File: src/rtl/prot_sup_pkg.sv
package prot_sup_pkg;

  typedef enum logic [2:0] {
    CAUSE_NONE  = 3'd0,
    CAUSE_OVERV = 3'd1,
    CAUSE_THERM = 3'd2,
    CAUSE_SHORT = 3'd3,
    CAUSE_OPEN  = 3'd4
  } cause_e;

  typedef enum logic [2:0] {
    ST_WAIT_ON = 3'd0,
    ST_RUN     = 3'd1,
    ST_HOLD    = 3'd2,
    ST_DRAIN   = 3'd3,
    ST_LATCH   = 3'd4
  } sup_state_e;

  // fault slot indices of the debounce bank
  localparam int F_OVERV = 0;
  localparam int F_WARN  = 1;
  localparam int F_CRIT  = 2;
  localparam int F_OPEN  = 3;
  localparam int F_SHORT = 4;
  localparam int NFAULT  = 5;

  function automatic int imax(input int a, input int b);
    return (a > b) ? a : b;
  endfunction

endpackage

File: src/rtl/prot_sup_debounce.sv
module prot_sup_debounce #(
  parameter int CW = 8
) (
  input  logic          clk,
  input  logic          rst_n,
  input  logic          clr,
  input  logic          tick,
  input  logic          flag,
  input  logic [CW-1:0] limit,
  output logic          trip
);
  logic [CW-1:0] cnt;

  always_ff @(posedge clk or negedge rst_n) begin
    if (!rst_n)
      cnt <= '0;
    else if (clr || !flag)
      cnt <= '0;
    else if (tick && (cnt < limit))
      cnt <= cnt + 1'b1;
  end

  assign trip = flag && (cnt >= limit);
endmodule

File: src/rtl/prot_sup_short_arm.sv
module prot_sup_short_arm #(
  parameter int ARM_TICKS = 4,
  localparam int AW = $clog2(ARM_TICKS + 1)
) (
  input  logic clk,
  input  logic rst_n,
  input  logic clr,
  input  logic tick,
  input  logic gate_on,
  input  logic sense_low,
  output logic seen_low
);
  logic [AW-1:0] on_cnt;
  logic          sample_pt;

  assign sample_pt = gate_on && tick && (on_cnt == AW'(ARM_TICKS - 1));

  always_ff @(posedge clk or negedge rst_n) begin
    if (!rst_n)
      on_cnt <= '0;
    else if (clr || !gate_on)
      on_cnt <= '0;
    else if (tick && (on_cnt < AW'(ARM_TICKS)))
      on_cnt <= on_cnt + 1'b1;
  end

  // the sample holds across the off time so pulses chain together
  always_ff @(posedge clk or negedge rst_n) begin
    if (!rst_n)
      seen_low <= 1'b0;
    else if (clr)
      seen_low <= 1'b0;
    else if (sample_pt)
      seen_low <= sense_low;
  end
endmodule

File: src/rtl/prot_sup_softstart.sv
module prot_sup_softstart #(
  parameter int SOFT_TICKS = 8000,
  localparam int SW = $clog2(SOFT_TICKS + 1)
) (
  input  logic clk,
  input  logic rst_n,
  input  logic run,
  input  logic tick,
  output logic active
);
  logic [SW-1:0] cnt;

  always_ff @(posedge clk or negedge rst_n) begin
    if (!rst_n)
      cnt <= '0;
    else if (!run)
      cnt <= '0;
    else if (tick && (cnt < SW'(SOFT_TICKS)))
      cnt <= cnt + 1'b1;
  end

  assign active = run && (cnt < SW'(SOFT_TICKS));
endmodule

File: src/rtl/prot_sup_ctrl.sv
module prot_sup_ctrl
  import prot_sup_pkg::*;
(
  input  logic              clk,
  input  logic              rst_n,
  input  logic [NFAULT-1:0] trip,
  input  logic              open_loop_latch,
  input  logic              vdd_ge_on,
  input  logic              vdd_ge_off,
  input  logic              vdd_ge_sink,
  input  logic              vdd_ge_rel,
  output sup_state_e        state,
  output cause_e            cause
);
  cause_e     win_cause;
  logic       win_latch;
  logic       any_trip;
  sup_state_e state_nx;

  // fixed priority: over-voltage, thermal, shorted sense, open loop
  always_comb begin
    win_cause = CAUSE_NONE;
    win_latch = 1'b0;
    if (trip[F_OVERV]) begin
      win_cause = CAUSE_OVERV;
      win_latch = 1'b1;
    end else if (trip[F_WARN] || trip[F_CRIT]) begin
      win_cause = CAUSE_THERM;
      win_latch = 1'b1;
    end else if (trip[F_SHORT]) begin
      win_cause = CAUSE_SHORT;
      win_latch = 1'b0;
    end else if (trip[F_OPEN]) begin
      win_cause = CAUSE_OPEN;
      win_latch = open_loop_latch;
    end
  end

  assign any_trip = |trip;

  always_comb begin
    state_nx = state;
    unique case (state)
      ST_WAIT_ON: if (vdd_ge_on) state_nx = ST_RUN;
      ST_RUN: begin
        if (any_trip)
          state_nx = win_latch ? ST_LATCH : ST_HOLD;
        else if (!vdd_ge_off)
          state_nx = ST_DRAIN;
      end
      ST_HOLD:  if (!vdd_ge_off)  state_nx = ST_DRAIN;
      ST_DRAIN: if (!vdd_ge_sink) state_nx = ST_WAIT_ON;
      ST_LATCH: if (!vdd_ge_rel)  state_nx = ST_WAIT_ON;
      default:  state_nx = ST_WAIT_ON;
    endcase
  end

  always_ff @(posedge clk or negedge rst_n) begin
    if (!rst_n) begin
      state <= ST_WAIT_ON;
      cause <= CAUSE_NONE;
    end else begin
      state <= state_nx;
      if ((state == ST_RUN) && any_trip)
        cause <= win_cause;
    end
  end
endmodule

File: src/rtl/prot_supervisor.sv
module prot_supervisor
  import prot_sup_pkg::*;
#(
  parameter int TICKS_OV      = 165,
  parameter int TICKS_HOT     = 16000,
  parameter int TICKS_HOT_LL  = 51000,
  parameter int TICKS_CRIT    = 185,
  parameter int TICKS_CRIT_LL = 605,
  parameter int TICKS_OPEN    = 56000,
  parameter int TICKS_ARM     = 4,
  parameter int TICKS_SHORT   = 120,
  parameter int TICKS_SOFT    = 8000
) (
  input  logic       clk,
  input  logic       rst_n,
  input  logic       tick_1us,
  input  logic       ovp_flag,
  input  logic       hot_warn_flag,
  input  logic       hot_crit_flag,
  input  logic       fb_high_flag,
  input  logic       sense_low_flag,
  input  logic       gate_on,
  input  logic       light_load,
  input  logic       open_loop_latch,
  input  logic       vdd_ge_on,
  input  logic       vdd_ge_off,
  input  logic       vdd_ge_sink,
  input  logic       vdd_ge_rel,
  output logic       pwm_en,
  output logic       discharge_req,
  output logic       soft_start,
  output logic [2:0] fault_cause
);
  localparam int TMAX = imax(imax(imax(TICKS_OV, TICKS_HOT), imax(TICKS_HOT_LL, TICKS_CRIT)),
                             imax(imax(TICKS_CRIT_LL, TICKS_OPEN), TICKS_SHORT));
  localparam int CW = $clog2(TMAX + 1);

  sup_state_e        state;
  cause_e            cause;
  logic              running;
  logic              short_seen;
  logic [NFAULT-1:0] flg;
  logic [NFAULT-1:0] trip;
  logic [CW-1:0]     lim [NFAULT];

  assign running = (state == ST_RUN);

  assign flg[F_OVERV] = ovp_flag;
  assign flg[F_WARN]  = hot_warn_flag;
  assign flg[F_CRIT]  = hot_crit_flag;
  assign flg[F_OPEN]  = fb_high_flag;
  assign flg[F_SHORT] = short_seen;

  assign lim[F_OVERV] = CW'(TICKS_OV);
  assign lim[F_WARN]  = light_load ? CW'(TICKS_HOT_LL)  : CW'(TICKS_HOT);
  assign lim[F_CRIT]  = light_load ? CW'(TICKS_CRIT_LL) : CW'(TICKS_CRIT);
  assign lim[F_OPEN]  = CW'(TICKS_OPEN);
  assign lim[F_SHORT] = CW'(TICKS_SHORT);

  prot_sup_short_arm #(.ARM_TICKS(TICKS_ARM)) u_arm (
    .clk       (clk),
    .rst_n     (rst_n),
    .clr       (!running),
    .tick      (tick_1us),
    .gate_on   (gate_on),
    .sense_low (sense_low_flag),
    .seen_low  (short_seen)
  );

  for (genvar g = 0; g < NFAULT; g++) begin : g_deb
    prot_sup_debounce #(.CW(CW)) u_deb (
      .clk   (clk),
      .rst_n (rst_n),
      .clr   (!running),
      .tick  (tick_1us),
      .flag  (flg[g]),
      .limit (lim[g]),
      .trip  (trip[g])
    );
  end

  prot_sup_ctrl u_ctrl (
    .clk             (clk),
    .rst_n           (rst_n),
    .trip            (trip),
    .open_loop_latch (open_loop_latch),
    .vdd_ge_on       (vdd_ge_on),
    .vdd_ge_off      (vdd_ge_off),
    .vdd_ge_sink     (vdd_ge_sink),
    .vdd_ge_rel      (vdd_ge_rel),
    .state           (state),
    .cause           (cause)
  );

  prot_sup_softstart #(.SOFT_TICKS(TICKS_SOFT)) u_soft (
    .clk    (clk),
    .rst_n  (rst_n),
    .run    (running),
    .tick   (tick_1us),
    .active (soft_start)
  );

  assign pwm_en        = running;
  assign discharge_req = (state == ST_DRAIN);
  assign fault_cause   = cause;
endmodule

File: config.mk
export PLATFORM = sky130hd
export DESIGN_NAME = prot_supervisor
export DESIGN_NICKNAME = d
export VERILOG_FILES = /design/src/rtl/prot_sup_pkg.sv /design/src/rtl/prot_sup_debounce.sv /design/src/rtl/prot_sup_short_arm.sv /design/src/rtl/prot_sup_softstart.sv /design/src/rtl/prot_sup_ctrl.sv /design/src/rtl/prot_supervisor.sv
export SDC_FILE = /design/constraint.sdc
export NUM_CORES = 1
export LEC_CHECK = 0
export CAP_MARGIN = 10
export CORE_MARGIN = 2
export CORE_UTILIZATION = 54
export DETAILED_ROUTE_END_ITERATION = 8
export HOLD_SLACK_MARGIN = 0.08
export PLACE_DENSITY = 0.77
export SLEW_MARGIN = 10
export SYNTH_ARGS = -nofsm -noshare
export SYNTH_HDL_FRONTEND = slang
export SYNTH_HIERARCHICAL = 1
export SYNTH_SLANG_ARGS = --single-unit
File: constraint.sdc
create_clock -name clk -period 2.7 [get_ports clk]
set_clock_uncertainty 0.1 [all_clocks]
set_input_delay 0.405 -clock clk [delete_from_list [all_inputs] [get_ports clk]]
set_output_delay 0.405 -clock clk [all_outputs]
set_load 0.005 [all_outputs]
==> results by stage, run 1 <==
Timing:
- The maximum clock frequency is 365.9 MHz.
- The number of max-slew violations in the final report is 0.
- The total of endpoints with negative setup slack in the final report is 1.
- In the finished design, the share of the clock period the worst path needs comes to 101.2%.
- Counting I/O delays and the setup requirement, the final critical path takes 2733 ps.
- The number of failing hold endpoints at the final stage is 0.
- The setup TNS is -32.71 ps.
- Setup repair after global routing could not meet its margin everywhere.
- The final worst-path setup slack is -32.71 ps.

Route:
- The first TritonRoute pass finished after 5 iterations.
- The count of nets left with antenna violations once routing finished came out at 0.
- The wire length per cell is 14.92 µm.
- The count of vias placed by the detailed router is 7445.
- The residual DRC count is 0.
- The number of design-rule violations left by the first detailed-router iteration is 476.
- The routed wire length is 19.77 mm.
- The vias per cell is 5.619.

Setup path:
- For the worst setup path, the data required time is 2880 ps.
- The element type at the critical path end is a register.
- The worst path arrival time is 2920 ps.
- The worst setup path is launched from a register.
- The kind of critical path is register to register.
- In this run the worst path has a maximum fanout of 4.

Global routing:
- The met1 layer usage reported by global route is 31.13%.
- The pin count of the biggest net entering global routing is 42.
- The global-route total usage across every layer is 24.23%.
- The first-pass GRT wire length is 32.84 mm.
- The layer carrying the most global-route usage is met2.
- The via count of the first global-routing pass came to 7110.
- In the global route stage, met2 resource usage came out at 40.90%.
- The residual overflow from global routing is 0.
- The routing usage on met3 is 5.078%.
- The initial antenna violation count came to 1.

Placement:
- Buffers placed on the I/O ports in this run total 20.
- At the end of routability-driven placement, the weighted congestion stood at 0.8321.
- The cell area after placement is 9574 µm².
- The HPWL after detailed placement is 13.59 mm.

Min path:
- The path class of the tightest hold or removal check is input port to asynchronous set/reset pin.

Cells and area:
- Relative to the synthesized area, the layout overhead comes to 22.19%.
- The post-route netlist has 17.61% of its cells at a drive strength greater than 1.
- The finished layout cell area is 10310 µm².
- After the last flow step, the layout net total stands at 1211.
- Cells fill 67.60% of the core in the end.

Clocking:
- In this run the number of H-tree levels came out at 3.
- After clock tree synthesis, the clock-pin slew on the worst setup and hold paths is 80 ps.
- In this run the deepest clock path goes through 2 buffers.
- The number of sinks driven by the clock tree is 103.
- The number of clock buffers added by TritonCTS is 9.
- The root buffer cell chosen for the clock tree is sky130_fd_sc_hd__clkbuf_16.
- The latest clock arrival within the worst-skew pair is 360 ps.
- TritonCTS built the clock tree.

Synthesis:
- The multiplexer share of the synthesized area is 8.063%.
- The number of different library cells used by synthesis comes to 61.
- The post-synthesis instance total is 950.
- A synthesized cell averages 8.886 µm².
- Counting flops and latches in the post-synthesis netlist gives 103.
- The number of enable-type register cells in the synthesized netlist is 0.
- In this run the biggest area consumer among cell types represents 30.53% of the synthesized area.
- The largest area contributor in the netlist is sky130_fd_sc_hd__dfrtp_1.
- Sequential cells were found to cover 30.53% of the synthesized design area.
- The Yosys step of the flow raised 6 warnings.
- By area the synthesized netlist is led by sky130_fd_sc_hd__dfrtp_1 31%, sky130_fd_sc_hd__ha_1 13%, sky130_fd_sc_hd__mux2i_1 8.1%, sky130_fd_sc_hd__nand2b_1 5.4%, sky130_fd_sc_hd__nand2_1 5.0%.
- The adder and majority gate portion of the synthesized area is 13.04%.
- The mapped netlist covers 8442 µm².
- Summing the areas of all compound-gate instances in the mapped netlist gives 13.35% of the synthesized area.
- After synthesis, the largest family of logic cells by area is simple AND/OR/NAND/NOR gates.
- The synthesized netlist devotes 28.55% of its cell area to simple gates.
- The main flop type after synthesis is sky130_fd_sc_hd__dfrtp_1.
- Counting flops with an async set or reset pin after synthesis yields a share of 100.0%.
- The xor and xnor area share after synthesis is 0.6225%.

Die:
- The core region is 15260 µm².
- The effective utilization at floorplan is 55.33%.
- The die is 129.0 µm tall.
- From left edge to right edge, the die measures 129.0 µm.
- The floorplan step defined a die boundary enclosing 16650 µm².
- The number of placed I/O pins is 21.
- The floorplan has 45 rows.

Pwr:
- Dividing total power by cell area gives a power density of 397.5 nW/µm².
- In this run the static leakage power is 4.399 nW.
- IR analysis of the VDD net gives a maximum drop of 0.3667 mV.

Run status:
- The flow ran to the end, but the final reports show violations.
- The final reports fail on negative setup slack.

Run:
- The number of maximum-capacitance violations is 0.
[layout make-up]
class	count	area (µm²)
Clock inverter	7	85.08
Sequential cell	103	2580
Fill cell	1188	4943
Clock buffer	9	225.2
Inverter	90	344.1
Antenna cell	1	2.502
Timing Repair Buffer	110	943.4
Tap cell	211	264.0
Multi-Input combinational cell	794	5871
[cell families (layout without fill, tap and decap cells)]
family / Yosys count / in the layout
xor+xnor: 6 / 6
buf+inv: 116 / 216
other cells: 2 / 66
simple gates: 410 / 410
compound gates: 157 / 157
flops: 103 / 103
fa+ha+maj: 88 / 88
mux: 68 / 68
[through the flow]
stage                     hold slack [ps]  instances  setup slack [ps]  total power, mW
final                               432.2       1325            -32.71            4.100
after global routing                482.0       1324            -107.7            4.338
after CTS                           442.0       1324            -39.20            4.100
after detailed placement            283.5       1290            -556.6            2.654
after global placement              282.1       1290            -518.9            2.624
after floorplan                     9.409       1013            0.5604            2.295
[state kept, by name (all words and copies together), names as in the netlist]
signal	flops
g_deb.u_deb/cnt	80
u_arm/on_cnt	3
u_arm/seen_low	1
u_ctrl/cause	3
u_ctrl/state	3
u_soft/cnt	13
[synth_stat cells (6+ instances only)]
library cell / n
sky130_fd_sc_hd__nand2_1: 112
sky130_fd_sc_hd__dfrtp_1: 103
sky130_fd_sc_hd__inv_1: 90
sky130_fd_sc_hd__ha_1: 88
sky130_fd_sc_hd__nand2b_1: 73
sky130_fd_sc_hd__mux2i_1: 68
sky130_fd_sc_hd__a21oi_1: 65
sky130_fd_sc_hd__nor4_1: 35
sky130_fd_sc_hd__nand3_1: 29
sky130_fd_sc_hd__and3_1: 26
sky130_fd_sc_hd__nand4_1: 25
sky130_fd_sc_hd__o21a_1: 21
sky130_fd_sc_hd__nor2_1: 18
sky130_fd_sc_hd__nor4b_1: 15
sky130_fd_sc_hd__clkbuf_1: 11
sky130_fd_sc_hd__nor2b_1: 11
sky130_fd_sc_hd__and4_1: 10
sky130_fd_sc_hd__and4_4: 10
sky130_fd_sc_hd__buf_2: 10
sky130_fd_sc_hd__o41ai_1: 10
sky130_fd_sc_hd__o21ai_0: 9
sky130_fd_sc_hd__o31ai_1: 8
sky130_fd_sc_hd__or4_1: 8
sky130_fd_sc_hd__o211ai_1: 7
sky130_fd_sc_hd__or3_1: 7
sky130_fd_sc_hd__nand4_2: 6
[timing repair]
action,CTS,global route
setup endpoints to repair,4,25
hold buffers,1,0
pin swaps,14,10
setup buffers,17,2
hold endpoints to repair,30,0
cloned,0,0
resized for setup,26,23
[cells in the final DEF (no fill, tap or decap), drive strengths merged, types with 11 or more instances in the layout]
cell and instances:
and4 22, buf 90, a21oi 66, o21a 21, inv 93, conb 65, o21ai 14, nand2 112
clkdlybuf4s50 18, mux2i 68, nor2b 11, nand2b 74, nand3 29, nor4b 15, nor2 18, dfrtp 103
ha 88, nand4 31, nor4 35, and3 27
[power breakdown]
part           total [mW]  internal, mW  switching (mW)
Clock                1.39         0.740           0.652
Sequential           1.64          1.59          0.0557
Combinational        1.07         0.444           0.623
Total                4.10          2.77            1.33
[worst paths after layout]
path | from | cells past startpoint | endpoint | slack, ps
max | g_deb[0].u_deb/cnt[1] | 9 | u_ctrl/state[1] | -30
min | rst_n | 2 | g_deb[1].u_deb/cnt[3] | 430
max reg2reg | g_deb[0].u_deb/cnt[1] | 9 | u_ctrl/state[1] | -30
min reg2reg | g_deb[3].u_deb/cnt[15] | 2 | g_deb[3].u_deb/cnt[15] | 450
max in group asynchronous | rst_n | 3 | u_soft/cnt[0] | 1450
min in group clk | g_deb[3].u_deb/cnt[15] | 2 | g_deb[3].u_deb/cnt[15] | 450
[critical path, stage by stage, from the launching register on]
cell and delay (ps):
sky130_fd_sc_hd__dfrtp_1 390, sky130_fd_sc_hd__ha_4 220, sky130_fd_sc_hd__nor2b_4 120, sky130_fd_sc_hd__o211ai_1 270, sky130_fd_sc_hd__a31o_2 220, sky130_fd_sc_hd__a21oi_2 60
sky130_fd_sc_hd__o21a_1 250, sky130_fd_sc_hd__or4_4 520, sky130_fd_sc_hd__or4_4 430, sky130_fd_sc_hd__o211ai_2 80
[layer usage]
layer | up-vias | part of all wire, %
met5 | - | 0.081
met2 | 139 | 48
li1 | 3704 | -
met1 | 3551 | 46
met3 | 49 | 3.5
met4 | 2 | 2.6
(Power assumes the default switching activity.)
==> inputs of run 2 (changes only) <==
CORE_ASPECT_RATIO = 1.2   (was not set)
==> results by stage, run 2 (synthesis results as in run 1) <==
Route:
- The number of nets with antenna violations after routing is 0 (unchanged).
- The count of vias placed by the detailed router is 7376 (-0.93%).
- The residual DRC count is 0 (unchanged).
- The vias per cell came to 5.605 (-0.25%).
- The count of TritonRoute iterations in the first routing pass was 5 (unchanged).
- The number of design-rule violations left by the first detailed-router iteration is 450 (-5.5%).
- The routed wire length is 19.24 mm (-2.7%).
- The wire length per cell is 14.62 µm (-2.0%).

Timing:
- The final worst-path setup slack is -66.77 ps (-34.06 ps).
- The slew at the pin with the worst max-slew slack is 546.8 ps.
- The final clock period utilization by the worst path is 102.5% (+1.3 points).
- The worst pin sits at a relative slew slack of 63.55%.
- The maximum clock frequency is 361.4 MHz (-1.2%).
- The total of endpoints with negative setup slack in the final report is 2 (+1).
- The number of failing hold endpoints at the final stage is 0 (unchanged).
- The post-route minimum period is 2767 ps (+34.06 ps).
- The number of max-slew violations in the final report was 0 (unchanged).
- Setup repair after global routing could not meet its margin everywhere.

Clocking:
- The number of sinks driven by the clock tree is 103 (unchanged).
- TritonCTS built the clock tree.
- The H-tree depth reported by CTS is 3 (unchanged).
- The latest clock arrival within the worst-skew pair came to 360 ps (about the same).
- The maximum buffer depth of the clock tree is 2 (unchanged).
- Clock tree synthesis selected as its root buffer the cell sky130_fd_sc_hd__clkbuf_16.
- The clock slew seen by the registers of the worst setup and hold paths came to 80 ps (about the same).
- The total CTS buffers was 9 (unchanged).

Die:
- The placement row count was 50 (+11%).
- The chip width was 118.1 µm (-8.4%).
- The area of the core region came to 15450 µm² (+1.3%).
- The die outline area is 16650 µm² (about the same).
- The vertical die dimension came to 141.0 µm (+9.2%).
- The effective utilization at floorplan is 54.63% (-0.69 points).
- The number of placed I/O pins is 21 (unchanged).

Placement:
- The global placer's final weighted congestion is 0.8241 (-0.96%).
- The port buffer count came to 20 (unchanged).
- The pre-CTS setup slack is -635.0 ps (-78.44 ps).
- The cell area after placement is 9590 µm² (+0.17%).
- The post-detailed-placement half-perimeter wirelength was 13.86 mm (+2.0%).

Cells and area:
- The filler cell count is 1305 (+9.8%).
- The antenna diode count came to 0 (-1).
- The post-layout net count was 1206 (-0.41%).
- The largest registers in the layout are g_deb.u_deb/cnt: 80 flops, u_soft/cnt: 13 flops.
- The number of flip-flops in the largest register is 80 (unchanged).
- The share of post-route cells with drive strength above 1 is 14.71% (-2.9 points).
- The finished layout cell area came to 10080 µm² (-2.2%).
- Leaving out fill and tap cells, the most frequent cell in the layout is sky130_fd_sc_hd__nand2_1.
- The post-route core utilization is 65.26% (-2.3 points).
- The library cells used most frequently in the layout, excluding fill and tap cells, are 112 x sky130_fd_sc_hd__nand2_1, 103 x sky130_fd_sc_hd__dfrtp_1, 89 x sky130_fd_sc_hd__inv_1, 85 x sky130_fd_sc_hd__ha_1, 80 x sky130_fd_sc_hd__buf_4.
- More flip-flops sit in one register than any other, and that register is g_deb.u_deb/cnt.
- Relative to the synthesized area, the layout overhead comes to 19.45%.

Pwr:
- The peak supply drop came to 0.2706 mV (-26%).
- The power density of the placed cells came to 409.2 nW/µm² (+2.9%).
- The leakage power is 4.399 nW (about the same).

Setup path:
- The maximum fanout count along the critical path is 4 (unchanged).
- The worst setup path is captured at a register.
- The type of element launching the critical path is a register.
- The setup path with the least slack is of type register to register.
- The data required time at the worst endpoint is 2880 ps (about the same).
- The worst path arrival time was 2940 ps (+20 ps).

Run status:
- The flow ran to the end, but the final reports show violations.
- The checks that failed: negative setup slack.

Global routing:
- The residual overflow from global routing is 0 (unchanged).
- The pin count of the biggest net entering global routing is 40 (-4.8%).
- The first-pass GRT wire length is 33.09 mm (+0.78%).
- The via count of the first global-routing pass is 7190 (+1.1%).
- The initial antenna violation count came to 0 (-1).
- The global-route total usage across every layer is 23.89% (-0.33 points).

Min path:
- The classification of the worst-slack hold path is register to register.

Run:
- The number of maximum-capacitance violations is 0 (unchanged).
-- run 2: changes by cell type in the layout (fill, tap and decap cells not counted), moves of 2 or more --
cell	delta
sky130_fd_sc_hd__nor4b_2	-4
sky130_fd_sc_hd__ha_4	-7
sky130_fd_sc_hd__nor4_2	-6
sky130_fd_sc_hd__inv_2	-2
sky130_fd_sc_hd__inv_1	+4
sky130_fd_sc_hd__inv_8	-2
sky130_fd_sc_hd__ha_1	+8
sky130_fd_sc_hd__buf_6	-4
sky130_fd_sc_hd__dfrtp_1	+2
sky130_fd_sc_hd__clkinvlp_4	-3
sky130_fd_sc_hd__dfrtp_2	-2
sky130_fd_sc_hd__nor4b_1	+5
sky130_fd_sc_hd__nor4_1	+6
-- run 2: timing repair --
action / 4_1_cts / 5_1_grt
buffers inserted: 5 / 6
hold buffers: 1 / 0
resized for setup: 3 / 11
hold endpoints to repair: 35 / 0
pin swaps: 10 / 10
setup endpoints to repair: 5 / 3
cloned: 0 / 0
-- run 2: per-stage QoR --
step	instances	TNS (ps)	power, mW	hold slack, ps
after global routing	1316	-150.0	4.367	469.6
final	1316	-87.34	4.126	449.3
after global placement	1288	-8351	2.620	329.8
after floorplan	1013	0	2.295	9.409
after CTS	1310	-36.76	4.147	448.7
after detailed placement	1288	-10440	2.651	335.2
-- run 2: cell type report --
| class | instances | area (µm²) | area share [%] |
|---|---|---|---|
| clock inverters | 6 | 91.34 | 0.9058 |
| well taps | 208 | 260.3 | 2.581 |
| multi-input cells | 794 | 5687 | 56.40 |
| clock buffers | 10 | 239.0 | 2.370 |
| flip-flops and latches | 103 | 2577 | 25.56 |
| repair buffers | 105 | 890.9 | 8.835 |
| inverters | 90 | 337.8 | 3.350 |
-- run 2: where the power goes --
group / switching [mW] / internal (mW) / total [mW]
sequential: 0.0706 / 1.59 / 1.66
clock: 0.637 / 0.846 / 1.48
combinational: 0.582 / 0.405 / 0.987
-- run 2: worst paths after layout --
check,from,to,slack (ps),depth (start not counted)
max,g_deb[4].u_deb/cnt[1],u_ctrl/state[1],-70,9
min,u_arm/on_cnt[1],u_arm/on_cnt[1],450,2
max reg2reg,g_deb[4].u_deb/cnt[1],u_ctrl/state[1],-70,9
min reg2reg,u_arm/on_cnt[1],u_arm/on_cnt[1],450,2
max in group asynchronous,rst_n,g_deb[2].u_deb/cnt[12],1360,3
min in group asynchronous,rst_n,g_deb[1].u_deb/cnt[2],480,2
-- run 2: per-layer routing --
layer,global-route usage (%),share of wire [%]
met1,30.07,45
met2,42.23,51
met3,2.913,2.5
met4,8.434,1.6
met5,0,0
-- run 2: worst max-delay path, stage by stage, from the launching register on --
cell and delay [ps]:
sky130_fd_sc_hd__dfrtp_1 430, sky130_fd_sc_hd__ha_4 230, sky130_fd_sc_hd__nor2b_4 120, sky130_fd_sc_hd__o211ai_1 240, sky130_fd_sc_hd__a31o_2 220, sky130_fd_sc_hd__a21oi_2 60
sky130_fd_sc_hd__o21a_1 210, sky130_fd_sc_hd__or4_4 570, sky130_fd_sc_hd__or4_4 430, sky130_fd_sc_hd__o211ai_2 80
